===== config.mk =====
export PLATFORM = sky130hd
export DESIGN_NAME = cidu_top
export DESIGN_NICKNAME = d
export VERILOG_FILES = /design/src/rtl/cidu_pkg.sv /design/src/rtl/cidu_rr_pick.sv /design/src/rtl/cidu_slot.sv /design/src/rtl/cidu_top.sv
export SDC_FILE = /design/constraint.sdc
export NUM_CORES = 1
export LEC_CHECK = 0
export BUFFER_PORTS_ARGS = -buffer_cell sky130_fd_sc_hd__clkbuf_2
export CAP_MARGIN = 20
export CORE_MARGIN = 2
export CORE_UTILIZATION = 40
export DETAILED_ROUTE_END_ITERATION = 12
export MAX_ROUTING_LAYER = met4
export SETUP_SLACK_MARGIN = 0.3
export SYNTH_ARGS = -nofsm -noshare
export SYNTH_HDL_FRONTEND = slang
export SYNTH_SLANG_ARGS = --single-unit

===== constraint.sdc =====
create_clock -name clk -period 2.45 [get_ports clk]
set_input_delay 0.245 -clock clk [delete_from_list [all_inputs] [get_ports clk]]
set_output_delay 0.245 -clock clk [all_outputs]
set_load 0.02 [all_outputs]

===== src/rtl/cidu_pkg.sv =====
package cidu_pkg;
    typedef enum logic [2:0] {
        OP_NOP      = 3'd0,
        OP_ENABLE   = 3'd1,
        OP_SET_DEST = 3'd2,
        OP_SET_MODE = 3'd3,
        OP_RD_MODE  = 3'd4,
        OP_SET_MASK = 3'd5,
        OP_ACK      = 3'd6,
        OP_RD_DEST  = 3'd7
    } cidu_op_e;

    localparam int          TRIG_BIT = 4;
    localparam logic [1:0]  POLICY_ROTATE = 2'd1;
endpackage


===== src/rtl/cidu_rr_pick.sv =====
module cidu_rr_pick #(
    parameter int N  = 4,
    parameter int CW = (N > 1) ? $clog2(N) : 1
) (
    input  logic [N-1:0]  cand_i,
    input  logic [CW-1:0] last_i,
    output logic          hit_o,
    output logic [CW-1:0] sel_o
);
    // Scan from the farthest offset down, so the nearest set bit above last wins.
    always_comb begin
        hit_o = 1'b0;
        sel_o = '0;
        for (int off = N; off >= 1; off--) begin
            int idx;
            idx = int'(last_i) + off;
            if (idx >= N) idx = idx - N;
            if (cand_i[idx]) begin
                hit_o = 1'b1;
                sel_o = CW'(idx);
            end
        end
    end
endmodule


===== src/rtl/cidu_slot.sv =====
module cidu_slot
    import cidu_pkg::*;
#(
    parameter int N  = 4,
    parameter int CW = (N > 1) ? $clog2(N) : 1
) (
    input  logic          clk,
    input  logic          rst_n,
    input  logic          en_i,
    input  logic          irq_i,
    input  logic          wr_dest_i,
    input  logic          wr_mode_i,
    input  logic          wr_mask_i,
    input  logic          ack_i,
    input  logic [31:0]   wdata_i,
    output logic [N-1:0]  dest_o,
    output logic [31:0]   mode_o,
    output logic [N-1:0]  route_o
);
    typedef struct packed {
        logic [N-1:0]  dest;
        logic [1:0]    policy;
        logic          edge_mode;
        logic          masked;
        logic          pend;
        logic          prev;
        logic [CW-1:0] last;
        logic          live_prev;
    } slot_t;

    slot_t s_d, s_q;
    logic          rise, live, hit;
    logic [CW-1:0] sel;
    logic [N-1:0]  one_hot;

    cidu_rr_pick #(.N(N), .CW(CW)) u_pick (
        .cand_i (s_q.dest),
        .last_i (s_q.last),
        .hit_o  (hit),
        .sel_o  (sel)
    );

    always_comb begin
        s_d     = s_q;
        rise    = irq_i & ~s_q.prev;
        live    = en_i & ~s_q.masked & (s_q.edge_mode ? s_q.pend : irq_i);
        one_hot = '0;
        if (hit) one_hot[sel] = 1'b1;
        if (!live)                            route_o = '0;
        else if (s_q.policy == POLICY_ROTATE) route_o = one_hot;
        else                                  route_o = s_q.dest;

        s_d.prev      = irq_i;
        s_d.live_prev = live;
        s_d.pend      = s_q.edge_mode & ((s_q.pend & ~ack_i) | rise);
        if (s_q.live_prev && !live && hit) s_d.last = sel;
        if (wr_dest_i) s_d.dest = wdata_i[N-1:0];
        if (wr_mode_i) begin
            s_d.policy    = wdata_i[1:0];
            s_d.edge_mode = wdata_i[TRIG_BIT];
        end
        if (wr_mask_i) s_d.masked = wdata_i[0];
    end

    always_ff @(posedge clk or negedge rst_n) begin
        if (!rst_n) begin
            s_q           <= '0;
            s_q.masked    <= 1'b1;
            s_q.last      <= CW'(N - 1);
        end else begin
            s_q <= s_d;
        end
    end

    always_comb begin
        mode_o           = '0;
        mode_o[1:0]      = s_q.policy;
        mode_o[TRIG_BIT] = s_q.edge_mode;
    end
    assign dest_o = s_q.dest;


    rotate_single_chk: assert property (@(posedge clk) disable iff (!rst_n)
        (s_q.policy == POLICY_ROTATE) |-> $onehot0(route_o));

    empty_dest_chk: assert property (@(posedge clk) disable iff (!rst_n)
        (s_q.dest == '0) |-> (route_o == '0));

    edge_latch_chk: assert property (@(posedge clk) disable iff (!rst_n)
        (s_q.edge_mode && irq_i && !s_q.prev) |=> s_q.pend);

    ack_clear_chk: assert property (@(posedge clk) disable iff (!rst_n)
        (ack_i && !(irq_i && !s_q.prev)) |=> !s_q.pend);

    fixed_route_chk: assert property (@(posedge clk) disable iff (!rst_n)
        (s_q.policy != POLICY_ROTATE && route_o != '0) |-> (route_o == s_q.dest));
endmodule


===== src/rtl/cidu_top.sv =====
module cidu_top
    import cidu_pkg::*;
#(
    parameter int C     = 4,
    parameter int N     = 4,
    parameter int IDX_W = (C > 1) ? $clog2(C) : 1,
    parameter int CW    = (N > 1) ? $clog2(N) : 1
) (
    input  logic             clk,
    input  logic             rst_n,
    input  logic             cmd_valid_i,
    input  logic [2:0]       cmd_op_i,
    input  logic [IDX_W-1:0] cmd_idx_i,
    input  logic [31:0]      cmd_data_i,
    output logic [31:0]      rd_data_o,
    input  logic [C-1:0]     irq_i,
    output logic [N*C-1:0]   core_irq_o
);
    typedef struct packed {
        logic        en;
        logic [31:0] rd;
    } top_t;

    top_t t_d, t_q;
    cidu_op_e op;
    logic     idx_ok;

    logic [C-1:0] wr_dest, wr_mode, wr_mask, ack;
    logic [N-1:0] dest_w  [C];
    logic [31:0]  mode_w  [C];
    logic [N-1:0] route_w [C];

    always_comb begin
        op      = cidu_op_e'(cmd_op_i);
        idx_ok  = int'(cmd_idx_i) < C;
        t_d     = t_q;
        wr_dest = '0;
        wr_mode = '0;
        wr_mask = '0;
        ack     = '0;
        if (cmd_valid_i) begin
            if (op == OP_ENABLE) t_d.en = cmd_data_i[0];
            if (idx_ok) begin
                case (op)
                    OP_SET_DEST: wr_dest[cmd_idx_i] = 1'b1;
                    OP_SET_MODE: wr_mode[cmd_idx_i] = 1'b1;
                    OP_SET_MASK: wr_mask[cmd_idx_i] = 1'b1;
                    OP_ACK:      ack[cmd_idx_i]     = 1'b1;
                    OP_RD_MODE:  t_d.rd = mode_w[cmd_idx_i];
                    OP_RD_DEST:  t_d.rd = 32'(dest_w[cmd_idx_i]);
                    default: ;
                endcase
            end
        end
    end

    always_ff @(posedge clk or negedge rst_n) begin
        if (!rst_n) t_q <= '0;
        else        t_q <= t_d;
    end

    for (genvar i = 0; i < C; i++) begin : g_slot
        cidu_slot #(.N(N), .CW(CW)) u_slot (
            .clk       (clk),
            .rst_n     (rst_n),
            .en_i      (t_q.en),
            .irq_i     (irq_i[i]),
            .wr_dest_i (wr_dest[i]),
            .wr_mode_i (wr_mode[i]),
            .wr_mask_i (wr_mask[i]),
            .ack_i     (ack[i]),
            .wdata_i   (cmd_data_i),
            .dest_o    (dest_w[i]),
            .mode_o    (mode_w[i]),
            .route_o   (route_w[i])
        );
        for (genvar k = 0; k < N; k++) begin : g_core
            assign core_irq_o[k*C + i] = route_w[i][k];
        end
    end

    assign rd_data_o = t_q.rd;


    idle_until_enable_chk: assert property (@(posedge clk) disable iff (!rst_n)
        !t_q.en |-> (core_irq_o == '0));

    mode_pad_zero_chk: assert property (@(posedge clk) disable iff (!rst_n)
        (cmd_valid_i && cmd_op_i == 3'd4) |=> (rd_data_o[31:5] == '0 && rd_data_o[3:2] == '0));
endmodule


# Word-level counts from Yosys, hierarchy flattened
# Cells that the tools add are included.
word_totals:
  reg_bits: 85
  in_bits: 44
  output_inout_bits: 48
op_classes:
  addsub: 32
  n_lt_le_gt_ge: 43
  eq_ne: 11
  n_mux: 137
  bitwise: 37
  n_reduce_logical: 20
op_table:
  columns: ["operator", "count"]
  rows:
  - ["$mux W32", 18]
  - ["$lt A32 B4 Y1 const B", 16]
  - ["$ge A32 B4 Y1 const B", 4]
  - ["$sub A32 B4 Y32 const B", 4]
  - ["$mux W4", 22]
  - ["$bmux W32 S2", 1]
  - ["$pmux W32 S2", 1]
  - ["$mux W1", 57]
  - ["$sub A3 B3 Y4 const B", 12]
  - ["$ge A3 B3 Y1 const B", 13]
  - ["$bmux W1 S2", 16]
  - ["$mux W2", 16]
  - ["$add A2 B2 Y3 const B", 8]
  - ["$and A1 B1 Y1", 20]
  - ["$add A2 B3 Y4 const B", 4]
  - ["$lt A2 B3 Y1 const B", 5]
  - ["$logic_and A1 B1 Y1", 13]
  - ["$add A2 B1 Y3 const B", 4]
  - ["$eq A3 B3 Y1 const B", 4]
  - ["$not A1 Y1", 12]
  - ["$demux W1 S2", 5]
  - ["$ge A2 B1 Y1 const B", 5]
  - ["$bmux W4 S2", 1]
  - ["$eq A2 B1 Y1 const B", 4]
  - ["7 further kinds", 15]

# Depth between registers and ports, before layout
# Gate-level depths: netlist (run 1).
depth:
  ltp_word: 17
  depth_mapped: 6
  mapped_depth_nobuf: 5

# By module
# A second synthesis (run 1) with hierarchy kept.
unflattened:
  cells_unflattened: 577
  area_unflattened_um2: 6344.8
modules_own_cells:
  columns: ["module", "instances", "cells_each", "area_each_um2", "seq_area_each_um2"]
  rows:
  - ["cidu_slot", 4, 84, 872.1, 329.1]
  - ["cidu_top", 1, 185, 2491.1, 825.8]
  - ["cidu_rr_pick", 4, 14, 91.3, 0.0]

# Least setup slack after synthesis (run 1)
# OpenSTA, ideal clock, no wires.
synth_timing:
  path_kind: "reg2out"
  from: "reg g_slot[3].u_slot.s_q[1] in the netlist's numbering"
  to: "out core_irq_o[3]"
  t_arrival_ns: 1.741
  required_time_ns: 2.205
  setup_slack_ns: 0.464
  path_stages_with_launch: 6
  cell_sequence: "dfstp_2 > nand2b_1 > a22o_1 > a211oi_1 > or2_2 > o31ai_1"
synth_via:
  elab_chain_cells: 17
  word_cells_on_any_way: 44
synth_lines:
  columns: ["item", "line_no", "rtl"]
  rows:
  - ["start: declaration", "cidu_slot.sv:31", "slot_t s_d, s_q;"]
  - ["$add A2 B3 Y4", "cidu_rr_pick.sv:16", "idx = int'(last_i) + off;"]
  - ["$sub A32 B4 Y32 or $ge A32 B4 Y1 (tied branches)", "cidu_rr_pick.sv:17", "if (idx >= N) idx = idx - N;"]
  - ["$mux W32", "cidu_rr_pick.sv:17", null]
  - ["$bmux W1 S2", "cidu_rr_pick.sv:18", "if (cand_i[idx]) begin"]
  - ["$mux W1 (not written as such) (2 in a row)", "cidu_rr_pick.sv:18", null]
  - ["$mux W2 (4 in a row)", "cidu_rr_pick.sv:18", null]
  - ["$lt A2 B3 Y1 (not written as such) or $ge A2 B1 Y1 (tied branches)", "cidu_slot.sv:48", "if (hit) one_hot[sel] = 1'b1;"]
  - ["$logic_and A1 B1 Y1 (not written as such)", "cidu_slot.sv:48", null]
  - ["$mux W1 (not written as such)", "cidu_slot.sv:48", null]
  - ["$demux W1 S2", null, null]
  - ["$mux W4 (*)", "cidu_slot.sv:48", null]
  - ["$mux W4 (*)", "cidu_slot.sv:50", "else if (s_q.policy == POLICY_ROTATE) route_o = one_hot;"]
  - ["$mux W4 (*)", "cidu_slot.sv:49", "if (!live) route_o = '0;"]
  - ["end: declaration", "cidu_top.sv:17", "output logic [N*C-1:0] core_irq_o"]
# Every way passes the cells marked *; elsewhere a longest branch is shown, timed or not. The select of a mux whose other input is x is not followed.

# Final worst setup path (run 1)
layout_timing:
  from: "reg g_slot[2].u_slot.s_q[1] in the netlist's numbering"
  to: "out core_irq_o[2]"
layout_via:
  elab_chain_cells: 17
  word_cells_on_any_way: 44
layout_lines:
  columns: ["item", "line_no"]
  rows:
  - ["start: declaration", "cidu_slot.sv:31"]
  - ["$add A2 B3 Y4", "cidu_rr_pick.sv:16"]
  - ["$sub A32 B4 Y32 or $ge A32 B4 Y1 (tied branches)", "cidu_rr_pick.sv:17"]
  - ["$mux W32", "cidu_rr_pick.sv:17"]
  - ["$bmux W1 S2", "cidu_rr_pick.sv:18"]
  - ["$mux W1 (not written as such) (2 in a row)", "cidu_rr_pick.sv:18"]
  - ["$mux W2 (4 in a row)", "cidu_rr_pick.sv:18"]
  - ["$lt A2 B3 Y1 (not written as such) or $ge A2 B1 Y1 (tied branches)", "cidu_slot.sv:48"]
  - ["$logic_and A1 B1 Y1 (not written as such)", "cidu_slot.sv:48"]
  - ["$mux W1 (not written as such)", "cidu_slot.sv:48"]
  - ["$demux W1 S2", null]
  - ["$mux W4 (*)", "cidu_slot.sv:48"]
  - ["$mux W4 (*)", "cidu_slot.sv:50"]
  - ["$mux W4 (*)", "cidu_slot.sv:49"]
# Marked as above.

==> results of run 1 <==
final cells by class:
| type | count | area (µm²) |
|---|---|---|
| Fill cell | 725 | 4090 |
| Multi-Input combinational cell | 247 | 1980 |
| Sequential cell | 58 | 1480 |
| Timing Repair Buffer | 56 | 402 |
| Clock buffer | 13 | 149 |
| Tap cell | 105 | 131 |
| Clock inverter | 3 | 40.0 |
| Inverter | 7 | 26.3 |
flip-flops by register name (all words and copies together), names as in the netlist:
| name | cells |
|---|---|
| g_slot.u_slot.mode_o | 12 |
| t_q | 1 |
| g_slot.u_slot.s_q | 24 |
| rd_data_o | 5 |
| g_slot.u_slot.dest_o | 16 |
final timing paths:
kind                                                   startpoint                                  end  slack, ns  cells past startpoint
setup / recovery              g_slot[2].u_slot.s_q[1]$_DFFE_PN1P_                        core_irq_o[2]       0.29                      6
hold / removal                                              rst_n    g_slot[1].u_slot.s_q[3]$_DFF_PN0_      -0.01                      1
setup reg to reg           g_slot[1].u_slot.mode_o[4]$_DFFE_PN0P_  g_slot[1].u_slot.s_q[1]$_DFFE_PN1P_       0.74                      4
hold reg to reg                 g_slot[0].u_slot.s_q[3]$_DFF_PN0_    g_slot[0].u_slot.s_q[4]$_DFF_PN0_       0.50                      2
max in group asynchronous                                   rst_n  g_slot[2].u_slot.s_q[5]$_DFFE_PN1P_       1.68                      2
min in group clk                                         irq_i[0]    g_slot[0].u_slot.s_q[3]$_DFF_PN0_       0.05                      1
power by group:
part	switching (mW)	total [mW]	internal, mW
Sequential	0.266	1.50	1.23
Combinational	0.637	1.34	0.700
Clock	0.360	0.855	0.495
Total	1.26	3.69	2.43
worst register-to-register path, cell delays in order (launching register included):
cell and delay (ns):
dfrtp_1 0.41, mux2_2 0.36, nand3b_1 0.27, and3_1 0.26, mux2_2 0.34
cell families (layout without fill, tap and decap cells):
| group | after synthesis | count (layout) | synth area share |
|---|---|---|---|
| flops | 58 | 58 | 0.426 |
| mux | 57 | 57 | 0.212 |
| compound gates | 54 | 54 | 0.103 |
| other cells | 1 | 27 | 0.00109 |
| simple gates | 109 | 109 | 0.181 |
| buf+inv | 39 | 79 | 0.0767 |
placed cells by master (no fill, tap or decap), types with 3 or more instances in the layout:
master and instances:
clkbuf_8 10, conb_1 27, nor4_1 3, or2_4 6, dfrtp_2 9, or3_1 3, nand2b_4 5, mux4_2 7
nand2b_1 19, dfrtp_1 37, dfstp_2 12, inv_1 7, buf_4 24, mux2i_1 4, nor3b_2 3, nand2_1 15
o21ai_1 5, a21oi_1 6, nand3b_1 6, a21boi_0 4, clkbuf_1 3, o31ai_4 3, a22o_1 5, nand3_1 15
nor2b_1 7, clkbuf_2 23, nor2_1 19, mux2_4 4, buf_6 5, o221ai_2 3, a21oi_2 6, o21ai_0 8
mux2_2 41
metal layers:
metal | GRT usage | share of wire | vias up
met5 | - | 0 | -
met4 | 0.0542 | 0.015 | 0
met3 | 0.0484 | 0.040 | 12
met2 | 0.262 | 0.50 | 71
met1 | 0.221 | 0.45 | 1265
li1 | - | - | 1229
repair_timing:
| action | CTS | global route |
|---|---|---|
| gates resized for setup | 21 | 61 |
| pin swaps | 4 | 12 |
| setup buffers | 5 | 11 |
| endpoints found under the setup margin | 14 | 16 |
| cloned | 0 | 0 |
==> impl_metrics.yaml, run 1 <==
critical_path:
  worst_ep_required_time_ns: 2.20
  cp.arrival_ns: 1.92
  end_kind: "output pin"
  cpMaxStageDelayCell: "dfstp_2"
  path_cells: "nand2b_4, a22o_1, a211oi_4, or2_4, o31ai_4, buf_6"
  path_buf_inv: 1
  critical_path_class: "flop to output pin"
  crit_path_max_fanout: 5
  critPathMaxStageDelay_ns: 0.57
  path_delay_family: "flip-flops"
  start_kind: "flop"
placed_design:
  place_area_mm2: 0.00364
  place_inst: 457
  port_buffers: 37
  dp_slack_ns: 0.522
  dp_hpwl_um: 5510
  gp_congestion: 0.788
floorplan:
  die_w_um: 96.8
  start_util: 0.415
  core_mm2: 0.00830
  die_area_mm2: 0.00936
  io_pins: 92
  rows: 33
  die_h_um: 96.8
clock_network:
  cts_tree: "yes"
  htreeDepth: 3
  cts_buffer_depth: 2
  clk_pin_slew_worst_paths_ns: 0.06
  postCtsHoldBufs: 0
  cts_sinks: 58
  clock-root-buffer: "clkbuf_8"
  clock_latency_ns: 0.33
  cts_buffers: 9
yosys:
  netlist_top_cells_area: "dfrtp_1 33%, mux2_2 13%, dfstp_2 9.2%, buf_4 6.3%, mux4_2 4.6%"
  netlist_top_cells_count: "46 x dfrtp_1, 41 x mux2_2, 29 x buf_4"
  syn_avg_cell_area_um2: 10.8
  synth_edf_count: 0
  synth_top_cell_by_area: "dfrtp_1"
  ys.flop_type: "dfrtp_1"
  syn_inst: 318
  ys_seq_area_frac: 0.426
  yosysWarnings: 0
  yosys.cell_count.top_type: "dfrtp_1"
  synth_cell_type_count: 41
  synth-async-reset-ratio: 1.00
  ys_ff_latch: 58
  netlist.area_leader.share: 0.334
  syn_area_mm2: 0.00344
routing:
  drcViolationCount: 0
  firstDrtPassIters: 6
  wl_per_cell_um: 15.9
  routed_wl_um: 7790
  vias: 2577
  vias_per_cell: 5.27
  final_antenna_net_count: 0
  drt_iter0_drc: 110
global_routing:
  grt_max_degree: 32
  grt_pass1_vias: 2465
  grt_pass1_wl_um: 12400
  overflow: 0
  antenna_found_initial: 0
  grt_use_total: 0.171
sta:
  rsz0062_at_grt: "true"
  fin_skew_ns: 0.00668
  slew_headroom: 0.465
  setup_tns_ns: 0
  timing.hold.ws_ns: -0.0134
  fmax_mhz: 462
  layout_setup_ws_ns: 0.287
  period_minus_slack_ns: 2.16
  hold_viol_final: 17
  post-route-period-util: 0.883
  drv_slew: 0
  worst_pin_slew_ns: 0.803
  setup_viol: 0
layout:
  final_util: 0.507
  fin_area_mm2: 0.00421
  syn2layout_area_growth_pct: 22.3
  antenna-diode-count: 0
  final_layout_size_suffix_gt1_frac: 0.464
  fin_nets: 423
  stdcell_count: 489
pwr:
  finalPower_mw: 3.69
  p_leak_nw: 1.84
  p_per_area_mw_per_mm2: 876
  ir_drop_uv: 443
min_path:
  min_path_type: "input port to async pin"
status:
  violations: "hold timing"
  status: "complete, but fails checks"
flow_run:
  drv_cap: 0
(Power assumes the default switching activity.)
==> run 2: changes to the inputs <==
- CELL_PAD_IN_SITES_DETAIL_PLACEMENT: unset -> 2
- CELL_PAD_IN_SITES_GLOBAL_PLACEMENT: unset -> 2
- CORE_UTILIZATION: 40 -> 36
- PLACE_DENSITY_LB_ADDON: unset -> 0.1
- SETUP_SLACK_MARGIN: 0.3 -> 0.5
==> run 2 against run 1 <==
Net effect:
- the flow now finishes without violations
- cell count up 6.7%
- first-iteration DRC count down 32%
- utilization down 2.8 points
- hold slack gained 0.050 ns
==> impl_metrics.yaml, run 2 (same netlist as run 1, synthesis figures left out) <==
status:
  status: "complete, no violations"
layout:
  fin_nets: 432
  final_util: 0.479
  stdcell_count: 522
  regMostFlops: "g_slot.u_slot.s_q"
  layout_common_cells: "40 x mux2_2, 35 x dfrtp_1, 31 x buf_4"
  n_fill_cell: 975
  largest_register_ffs: 24
  antenna-diode-count: 0
  final_layout_size_suffix_gt1_frac: 0.532
  fin_area_mm2: 0.00443
  syn2layout_area_growth_pct: 28.7
  layout_commonest_cell: "mux2_2"
clock_network:
  postCtsHoldBufs: 0
  clock-root-buffer: "clkbuf_8"
  cts_tree: "yes"
  cts_sinks: 58
  cts_buffer_depth: 2
  clock_latency_ns: 0.34
  clk_pin_slew_worst_paths_ns: 0.07
  cts_buffers: 9
  htreeDepth: 3
routing:
  wl_per_cell_um: 19.3
  vias_per_cell: 5.15
  drcViolationCount: 0
  final_antenna_net_count: 0
  firstDrtPassIters: 4
  drt_iter0_drc: 75
  vias: 2690
  routed_wl_um: 10100
floorplan:
  core_mm2: 0.00924
  rows: 35
  die_w_um: 102
  die_h_um: 102
  die_area_mm2: 0.0104
  io_pins: 92
  start_util: 0.373
placed_design:
  gp_congestion: 0.772
  place_inst: 480
  port_buffers: 37
  dp_hpwl_um: 6530
  place_area_mm2: 0.00366
flow_run:
  drv_cap: 0
critical_path:
  worst_ep_required_time_ns: 2.20
  end_kind: "output pin"
  cp.arrival_ns: 1.95
  reg2reg_slack_ns: 0.70
  r2r-end: "g_slot[1].u_slot.s_q[1]$_DFFE_PN1P_"
  reg2reg_from: "g_slot[1].u_slot.mode_o[4]$_DFFE_PN0P_"
  ff2ff_path_depth: 4
  start_kind: "flop"
  critical_path_class: "flop to output pin"
  crit_path_max_fanout: 4
sta:
  fin_skew_ns: 0.00735
  setup_viol: 0
  worst_pin_slew_ns: 0.749
  setup_tns_ns: 0
  slew_headroom: 0.500
  post-route-period-util: 0.897
  hold_viol_final: 0
  period_minus_slack_ns: 2.20
  fmax_mhz: 455
  drv_slew: 0
  rsz0062_at_grt: "true"
pwr:
  finalPower_mw: 3.93
  p_per_area_mw_per_mm2: 887
  p_leak_nw: 1.90
  ir_drop_uv: 455
global_routing:
  grt_max_degree: 59
  grt_use_total: 0.197
  grt_pass1_wl_um: 15000
  antenna_found_initial: 0
  grt_pass1_vias: 2805
  overflow: 0
min_path:
  min_path_type: "input port to flop"
  hp-start: "irq_i[3]"
  holdPathStages: 1
  hold_path_end: "g_slot[3].u_slot.s_q[3]$_DFF_PN0_"
-- run 2: cell count changes in the layout (fill, tap and decap cells not counted), moves of 3 or more --
cell and delta:
clkbuf_1 -3, clkinvlp_4 +3, o21ai_2 +3, mux2i_4 +3, a21oi_1 -3, buf_6 +3, buf_4 +7
-- run 2: how the worst max path moves through the flow --
stage / from / endpoint / slack, ns / depth (start not counted)
floorplan: g_slot[3].u_slot.s_q[1]$_DFFE_PN1P_ / core_irq_o[3] / 0.46 / 5
global placement: g_slot[3].u_slot.dest_o[3]$_DFFE_PN0P_ / core_irq_o[3] / 0.47 / 6
detailed placement: g_slot[3].u_slot.s_q[1]$_DFFE_PN1P_ / core_irq_o[7] / 0.47 / 6
CTS: g_slot[0].u_slot.s_q[1]$_DFFE_PN1P_ / core_irq_o[0] / 0.28 / 6
global route: g_slot[3].u_slot.s_q[1]$_DFFE_PN1P_ / core_irq_o[3] / 0.18 / 6
finish: g_slot[3].u_slot.s_q[1]$_DFFE_PN1P_ / core_irq_o[3] / 0.25 / 6
-- run 2: report_power, final --
part / switching (mW) / internal [mW] / total [mW]
clock: 0.408 / 0.361 / 0.769
sequential: 0.295 / 1.23 / 1.53
combinational: 0.781 / 0.853 / 1.63
total: 1.48 / 2.45 / 3.93
-- run 2: timing repair --
item	CTS	global route
buffers inserted	11	15
gates resized for setup	58	57
setup endpoints to repair	16	16
pin swaps	19	23
cloned	0	0
hold endpoints to repair	0	0
-- run 2: metrics by stage --
step | worst slack (ns) | hold slack (ns)
3_3_place_gp | 0.473 | 0.384
2_1_floorplan | 0.464 | -0.0506
3_5_place_dp | 0.471 | 0.388
5_1_grt | 0.183 | 0.0363
6_report | 0.252 | 0.0366
4_1_cts | 0.281 | 0.0240
-- run 2: metal layers --
metal / up-vias / wire length [µm] / track usage
met5: - / 0 / -
met4: 0 / 96 / 0.0489
met3: 12 / 375 / 0.0380
met2: 54 / 5170 / 0.318
met1: 1381 / 4450 / 0.256
li1: 1243 / - / -
-- run 2: worst max-delay path, stage by stage (launching register included) --
cell	delay [ns]
dfstp_2	0.58
nand2b_1	0.13
a22o_1	0.18
a211oi_4	0.10
or2_4	0.25
o31ai_2	0.19
buf_4	0.18
-- run 2: area by class of cell --
cell class                 instances  area [µm²]  share of cell area
timing repair buffer              65         479               0.108
clock inverter                     7        46.3              0.0104
tap                              129         161              0.0364
sequential                        58        1480               0.334
multi-input combinational        247        2110               0.477
inverter                           7        26.3             0.00593
clock buffer                       9         124              0.0280
